<file path="src/rtl/dmac_pkg.sv">
// Shared definitions for the dual halfword multiply unit.
// Assumes a two-bit mode field, whose upper bit selects the 64-bit path.
package dmac_pkg;
    typedef enum logic [1:0] {
        DM_SUM_W = 2'b00,
        DM_DIF_W = 2'b01,
        DM_SUM_L = 2'b10,
        DM_DIF_L = 2'b11
    } dm_mode_e;
endpackage

</file>
<file path="src/rtl/dmac_lane_mul.sv">
// Splits both operands into signed lanes, optionally exchanges the lanes
// of operand B, and forms one signed product per lane.
// Assumes the lane products fit in twice the lane width.
module dmac_lane_mul #(
    parameter int HALF_W = 16,
    localparam int WORD_W = 2 * HALF_W
) (
    input  logic [WORD_W-1:0]      op_a,
    input  logic [WORD_W-1:0]      op_b,
    input  logic                   swap,
    output logic [1:0][WORD_W-1:0] prod
);
    // One multiplier per lane; the exchange picks the opposite lane of B.
    for (genvar g = 0; g < 2; g++) begin : g_lane
        logic [HALF_W-1:0] a_h, b_h;
        always_comb begin
            a_h = op_a[g*HALF_W +: HALF_W];
            b_h = swap ? op_b[(1-g)*HALF_W +: HALF_W] : op_b[g*HALF_W +: HALF_W];
            prod[g] = WORD_W'($signed(a_h) * $signed(b_h));
        end
    end
endmodule

</file>
<file path="src/rtl/dmac_combine.sv">
// Adds or subtracts the two lane products and applies the addend for the
// selected width. Reports the signed overflow of the 32-bit forms.
// Assumes use_acc is ignored by the 64-bit forms, which always accumulate.
module dmac_combine
    import dmac_pkg::*;
#(
    parameter int HALF_W = 16,
    localparam int WORD_W = 2 * HALF_W,
    localparam int LONG_W = 2 * WORD_W
) (
    input  logic [WORD_W-1:0] p_lo,
    input  logic [WORD_W-1:0] p_hi,
    input  logic [1:0]        mode,
    input  logic              use_acc,
    input  logic [WORD_W-1:0] acc_lo,
    input  logic [WORD_W-1:0] acc_hi,
    output logic [LONG_W-1:0] result,
    output logic              ovf
);
    localparam int MSB = WORD_W - 1;

    logic              is_long, is_diff;
    logic [WORD_W-1:0] sum_w, mid_w, add_w, fin_w;
    logic [LONG_W-1:0] plo_l, phi_l, mid_l, fin_l;
    logic              ovf_sum, ovf_acc;

    // Word-width path with per-step signed overflow detection.
    always_comb begin
        is_long = mode[1];
        is_diff = mode[0];
        sum_w   = p_lo + p_hi;
        ovf_sum = (p_lo[MSB] == p_hi[MSB]) && (sum_w[MSB] != p_lo[MSB]);
        mid_w   = is_diff ? (p_lo - p_hi) : sum_w;
        add_w   = use_acc ? acc_lo : '0;
        fin_w   = mid_w + add_w;
        ovf_acc = use_acc && (mid_w[MSB] == add_w[MSB]) && (fin_w[MSB] != mid_w[MSB]);
    end

    // Long path: sign-extended products plus the {high,low} addend.
    always_comb begin
        plo_l = {{WORD_W{p_lo[MSB]}}, p_lo};
        phi_l = {{WORD_W{p_hi[MSB]}}, p_hi};
        mid_l = is_diff ? (plo_l - phi_l) : (plo_l + phi_l);
        fin_l = mid_l + {acc_hi, acc_lo};
    end

    // Final selection; only the word forms may raise overflow.
    always_comb begin
        result = is_long ? fin_l : {{WORD_W{1'b0}}, fin_w};
        ovf    = !is_long && ((!is_diff && ovf_sum) || ovf_acc);
    end
endmodule

</file>
<file path="src/rtl/dmac_dual16.sv">
// Top of the dual halfword multiply unit: one register stage holds the
// result, the destination check and the sticky overflow flag.
// Assumes clr_flag may arrive together with in_valid; a new overflow wins.
module dmac_dual16
    import dmac_pkg::*;
#(
    parameter int HALF_W = 16,
    parameter int IDX_W  = 4,
    localparam int WORD_W = 2 * HALF_W,
    localparam int LONG_W = 2 * WORD_W,
    localparam logic [IDX_W-1:0] NO_ACC_IDX = '1
) (
    input  logic              clk,
    input  logic              rst_n,
    input  logic              clr_flag,
    input  logic              in_valid,
    input  logic [1:0]        mode,
    input  logic              swap,
    input  logic [WORD_W-1:0] op_a,
    input  logic [WORD_W-1:0] op_b,
    input  logic [IDX_W-1:0]  acc_sel,
    input  logic [WORD_W-1:0] acc_lo,
    input  logic [WORD_W-1:0] acc_hi,
    input  logic [IDX_W-1:0]  dst_lo,
    input  logic [IDX_W-1:0]  dst_hi,
    output logic              out_valid,
    output logic [LONG_W-1:0] res,
    output logic              ovf_flag,
    output logic              dst_bad
);
    logic [1:0][WORD_W-1:0] prod;
    logic [LONG_W-1:0]      comb_res;
    logic                   comb_ovf;
    logic                   use_acc, bad_now;

    dmac_lane_mul #(.HALF_W(HALF_W)) u_mul (
        .op_a (op_a),
        .op_b (op_b),
        .swap (swap),
        .prod (prod)
    );

    dmac_combine #(.HALF_W(HALF_W)) u_comb (
        .p_lo    (prod[0]),
        .p_hi    (prod[1]),
        .mode    (mode),
        .use_acc (use_acc),
        .acc_lo  (acc_lo),
        .acc_hi  (acc_hi),
        .result  (comb_res),
        .ovf     (comb_ovf)
    );

    // Reserved accumulator index and equal-destination decode.
    always_comb begin
        use_acc = (acc_sel != NO_ACC_IDX);
        bad_now = mode[1] && (dst_lo == dst_hi);
    end

    // Output stage: valid, result, destination check and sticky flag.
    always_ff @(posedge clk) begin
        if (!rst_n) begin
            out_valid <= 1'b0;
            res       <= '0;
            dst_bad   <= 1'b0;
            ovf_flag  <= 1'b0;
        end else begin
            out_valid <= in_valid;
            if (in_valid) begin
                res     <= comb_res;
                dst_bad <= bad_now;
            end
            ovf_flag <= (ovf_flag && !clr_flag) || (in_valid && comb_ovf);
        end
    end
endmodule

</file>
<file path="config.mk">
export PLATFORM = sky130hd
export DESIGN_NAME = dmac_dual16
export DESIGN_NICKNAME = d
export VERILOG_FILES = /design/src/rtl/dmac_pkg.sv /design/src/rtl/dmac_lane_mul.sv /design/src/rtl/dmac_combine.sv /design/src/rtl/dmac_dual16.sv
export SDC_FILE = /design/constraint.sdc
export NUM_CORES = 2
export LEC_CHECK = 0
export ABC_AREA = 1
export BUFFER_PORTS_ARGS = -buffer_cell sky130_fd_sc_hd__buf_4
export CORE_UTILIZATION = 55
export DETAILED_ROUTE_END_ITERATION = 6
export PLACE_DENSITY = 0.76
export SLEW_MARGIN = 5
export SYNTH_ARGS = -nofsm -noshare
export SYNTH_HDL_FRONTEND = slang
export SYNTH_SLANG_ARGS = --single-unit
</file>
<file path="constraint.sdc">
create_clock -name clk -period 13.7 [get_ports clk]
set_clock_uncertainty 0.15 [all_clocks]
set_input_delay 0.685 -clock clk [delete_from_list [all_inputs] [get_ports clk]]
set_output_delay 0.685 -clock clk [all_outputs]
set_load 0.02 [all_outputs]
</file>
# [Yosys cells after proc, flatten, opt, wreduce, memory -nomap -nowiden]
# Index checks and enable logic that the tools add are counted.
[word_totals] reg_bits=67 elab_cells=37 out_inout_bits=67
[op_classes] mul=2 n_addsub=6 n_reduce_logical=13 eq_ne=6 mux=6
[op_table] op="two-way mux 64 bit" count=2
[op_table] op="adder 32 bit" count=2
[op_table] op="adder 64 bit" count=1
[op_table] op="multiplier 16 x 16 -> 32 bit" count=2
[op_table] op="two-way mux 32 bit" count=2
[op_table] op="adder 32 x 32 -> 33 bit" count=1
[op_table] op="subtractor 32 x 32 -> 33 bit" count=1
[op_table] op="two-way mux 16 bit" count=2
[op_table] op="subtractor 32 bit" count=1
[op_table] op="logical AND 1 bit" count=8
[op_table] op="== test 4 bit" count=1
[op_table] op="inequality test 4 bit, second input constant" count=1
[op_table] op="zero test 1 bit" count=3
[op_table] op="== test 1 bit" count=2
[op_table] op="logical OR 1 bit" count=2
[op_table] op="inequality test 1 bit" count=2

# [Logic depth before layout (Yosys ltp)]
[depth] depth_word=11 mapped_depth=70

# [Cells and area by module]
# Synthesis repeated with hierarchy kept, for this count alone.
[hier_totals] hier_cells=5499 area_unflattened_um2=36752.7
[by_module_without_submodules] mod="dmac_lane_mul" area_each_um2=20808.7 seq_area_each_um2=0.0 cells_per_inst=2659 n_inst=1
[by_module_without_submodules] mod="dmac_combine" area_each_um2=13356.6 seq_area_each_um2=0.0 cells_per_inst=2535 n_inst=1
[by_module_without_submodules] mod="dmac_dual16" area_each_um2=2587.5 seq_area_each_um2=1341.3 cells_per_inst=305 n_inst=1

# [Worst setup path before layout]
# Ideal clock, no wire load.
[synth_timing] path_type="in2reg" start="in swap" end="reg res[48]" path_buffers=3 t_required_ps=13416 stages=54 arrival_time_ps=10257 slack_ps=3159 path_cell_list="buf_6 inv_1 clkbuf_1 or2_2 nand2_1 inv_1 clkbuf_1 nand2_1 fa_1 inv_1 fa_1 inv_1 fa_1 fa_1 inv_1 fa_1 inv_1 fa_1 [18 not listed] a31oi_1 nand3_1 nand2_1 inv_1 nand4_1 nand2_2 ha_1 nand2_1 nor2_1 inv_1 nor2_1 inv_1 nor3_1 inv_1 o311ai_0 a21oi_1 o21ai_0 a21oi_1"
[synth_via] elab_chain_cells=6 word_cells_on_any_way=9 classes_between="add/sub (3); mul (2); mux (4)"
[synth_rtl] item="start: declaration" line="dmac_dual16.sv:18" rtl="input logic swap,"
[synth_rtl] item="two-way mux 16 bit" line="dmac_lane_mul.sv:18" rtl="b_h = swap ? op_b[(1-g)*HALF_W +: HALF_W] : op_b[g*HALF_W +: HALF_W];"
[synth_rtl] item="multiplier 16 x 16 -> 32 bit" line="dmac_lane_mul.sv:19" rtl="prod[g] = WORD_W'($signed(a_h) * $signed(b_h));"
[synth_rtl] item="adder 32 x 32 -> 33 bit / subtractor 32 x 32 -> 33 bit (equally long branches)" line="dmac_combine.sv:43" rtl="mid_l = is_diff ? (plo_l - phi_l) : (plo_l + phi_l);"
[synth_rtl] item="two-way mux 64 bit *" line="dmac_combine.sv:43"
[synth_rtl] item="adder 64 bit *" line="dmac_combine.sv:44" rtl="fin_l = mid_l + {acc_hi, acc_lo};"
[synth_rtl] item="two-way mux 64 bit *" line="dmac_combine.sv:49" rtl="result = is_long ? fin_l : {{WORD_W{1'b0}}, fin_w};"
[synth_rtl] item="end signal: assignment" line="dmac_dual16.sv:70" rtl="res <= comb_res;"
[synth_rtl] item="end: declaration" line="dmac_dual16.sv:27" rtl="output logic [LONG_W-1:0] res,"
# Mark *: on every way between the ends. The rest lies on a longest branch, timed or not.
# A chain may end at the register's enable or synchronous reset.

# [Final worst setup path]
# Ends and elaborated chain as after synthesis.

==> summary.txt <==
Run status
  • Status: completed

Setup path
  • Crit path max-delay family: adder cells
  • Crit end category: register
  • Crit Path Category: input pin to register
  • Required @ worst endpoint: ~14 ns
  • Critical Path Max Stage Delay: about 0.62 ns
  • Worst path depth: 52
  • Reg2reg path depth: 3
  • Slowest cell on crit path: xor2_1
  • Most frequent CP cell: inv_1
  • Worst Path Arrival: ~13 ns
  • Bufs and invs on worst path: 13
  • Startpoint Class: input pin
  • Max FO, Critical Path: 33

Timing
  • Minimum clock period: roughly 13 ns
  • RSZ-0062 raised after global routing: false
  • Rel. slew slack: between 30 and 40%
  • Tcrit/Tclk final: a little over nine tenths
  • Slew @ Worst Pin: roughly 0.90 ns
  • Final worst slack: 0.8575 ns
  • Max Freq: 77.87 MHz
  • Fin. Hold Viols: 0
  • Final setup viols: 0
  • Fin. max-slew vios: 0
  • Setup TNS Final: 0 ns

Floorplanning
  • Chip width: between 200 and 300 microns
  • IO Count: about 210
  • Die Y: about 250 microns
  • Total die area: ~64000 sq um
  • Core Area: about 62000 sq um
  • Initial Util: a little under three fifths
  • Row cnt: 91

Synth
  • Yosys warns: 0
  • Cell count after synthesis: slightly above 5000
  • #FFs+latches synth: between 60 and 70
  • Syn avg cell area: just under 7 sq um
  • Top post-synthesis cells by count: inv_1 (1119), nand2_1 (1015), nor2_1 (545)
  • Syn_nets: 6057
  • FFs w/ async S/R, synth: 0%
  • Ys flop type: dfxtp_1
  • Synth top area cells: fa_1 (31%), ha_1 (13%), inv_1 (12%), nand2_1 (11%), nor2_1 (5.9%)
  • Most common cell in the synthesized netlist: inv_1
  • Post-synth EDFFs: 0
  • Cell taking the most area after synthesis: fa_1
  • Register area share after synthesis: about 3.9%
  • Area share of the largest cell type after synthesis: a little under a third
  • Mapped Area: between 30000 and 40000 sq um
  • Unique masters post-synth: around 60

Clock network
  • Max clock buf depth: 2
  • Clock latency on the worst-skew pair: around 0.35 ns
  • CTS Root Cell: clkbuf_16
  • Num CTS Buffers: 9
  • CTS Sinks: 67
  • Clock tree from TritonCTS: done
  • Number of H-tree levels: 3
  • Post-cts sizing count: 0
  • Setup Buffers After CTS: 0
  • Reg clk slew, reported paths: approximately 0.06 ns
  • Cts hold-fix bufs: 0

Detailed routing
  • # DRC: 0
  • Vias post-DR: approximately 33000
  • Via/cell ratio: roughly 5.5
  • Initial DRC count: 2767
  • Pre-antenna DRT Iters: 6
  • Post-DR wirelength/cell: around 18 microns
  • WL final: between 100000 and 150000 microns
  • Routed Antenna Nets: 0

Hold path
  • Cell depth of the worst min-delay path: 2
  • Hold Path Class: register to register

Finish
  • Post-layout util: roughly three fifths
  • Area grow syn2layout: 8.025%
  • Post-layout nets: 6200
  • Design area: between 30000 and 40000 sq um
  • Layout cell share with drive strength beyond 1: under 10%
  • Fill cell count: 6058

Global route
  • Antenna violations before repair: 1
  • First-pass GRT wire length: 175000 microns
  • Grt ovf: 0
  • Pin count of the biggest net entering global routing: between 60 and 70
  • GRT Resource Usage Total: a little over a third
  • Vias in the first global route: ~33000

Placement
  • Port-buffer cells: 213
  • Post-DP Area: 37030 sq um
  • RD Place Congestion: approximately 1.0
  • Post-detail-place hpwl: between 90000 and 100000 microns
  • Setup WS pre-CTS: between 0.5 and 0.6 ns

Flow run
  • Max-cap violation count: 0
[cell families after synthesis]
| logic type | Yosys count | share of synthesized area [%] |
|---|---|---|
| muxes | 4 | 0.1520 |
| and+or+nand+nor | 1870 | 22.24 |
| xor gates and xnor gates | 153 | 3.986 |
| AOI/OAI and AO/OA | 791 | 12.60 |
| adders and majority gates | 882 | 43.42 |
| DFF | 67 | 3.881 |
| buffers and inverters | 1261 | 13.72 |
[worst min-delay path, stage by stage (launching register included)]
cell and delay (ns):
dfxtp_1 0.31, nand2_1 0.06, a21oi_1 0.05
[per-layer routing]
metal | vias up | part of all wire (%) | track usage (%)
li1 | 15780 | - | -
met1 | 15570 | 40 | 44.10
met2 | 1476 | 46 | 58.65
met3 | 310 | 7.9 | 4.439
met4 | 2 | 5.7 | 17.35
met5 | - | 0.0064 | 0
[metrics by stage]
step | std cells | hold WS, ns
floorplan | 5028 | 0.3900
global placement | 5997 | 0.3033
detailed placement | 5997 | 0.3055
CTS | 6013 | 0.3148
global route | 6013 | 0.3289
finish | 6014 | 0.3148
[registers in the layout, indices dropped and copies added (netlist names)]
signal / cells
out_valid: 1
ovf_flag: 1
res: 64
dst_bad: 1
[cell type report]
class	count	area (sq um)	share of cell area [%]
Sequential cell	67	1341	3.592
Tap cell	837	1047	2.805
Antenna cell	1	2.502	0.006702
Clock inverter	6	63.81	0.1709
Timing Repair Buffer	246	1847	4.946
Inverter	1147	4305	11.53
Clock buffer	10	239.0	0.6400
Multi-Input combinational cell	3700	28490	76.31
[worst paths after layout]
kind / from / end / slack, ns
max: swap / res[48] / 0.86
min: res[52] / res[52] / 0.31
max reg2reg: res[13] / res[13] / 12.83
min reg2reg: res[52] / res[52] / 0.31
[placed cells by master, fill, tap and decap left out, types with 6 or more instances in the layout]
cell type,n
a211oi_1,6
nand3_2,9
o21a_1,6
nand3_1,156
clkbuf_16,9
a31oi_1,44
xor2_1,104
nand2_1,1015
or2_2,12
o211ai_1,34
nand3b_1,14
nor4_1,11
buf_4,246
o21ai_0,221
clkinv_1,13
nand4_1,24
a21oi_1,376
xnor2_1,44
inv_1,1119
o21bai_1,16
ha_1,353
a21o_1,18
nor3_1,35
a21boi_0,13
fa_1,529
o21ai_1,24
nor2_2,7
dfxtp_1,67
o31ai_1,6
nor2_1,545
inv_2,15
nand2_2,17
Power is not shown: default switching activity piles up to over one toggle a cycle in this logic, so the estimate is an artifact.
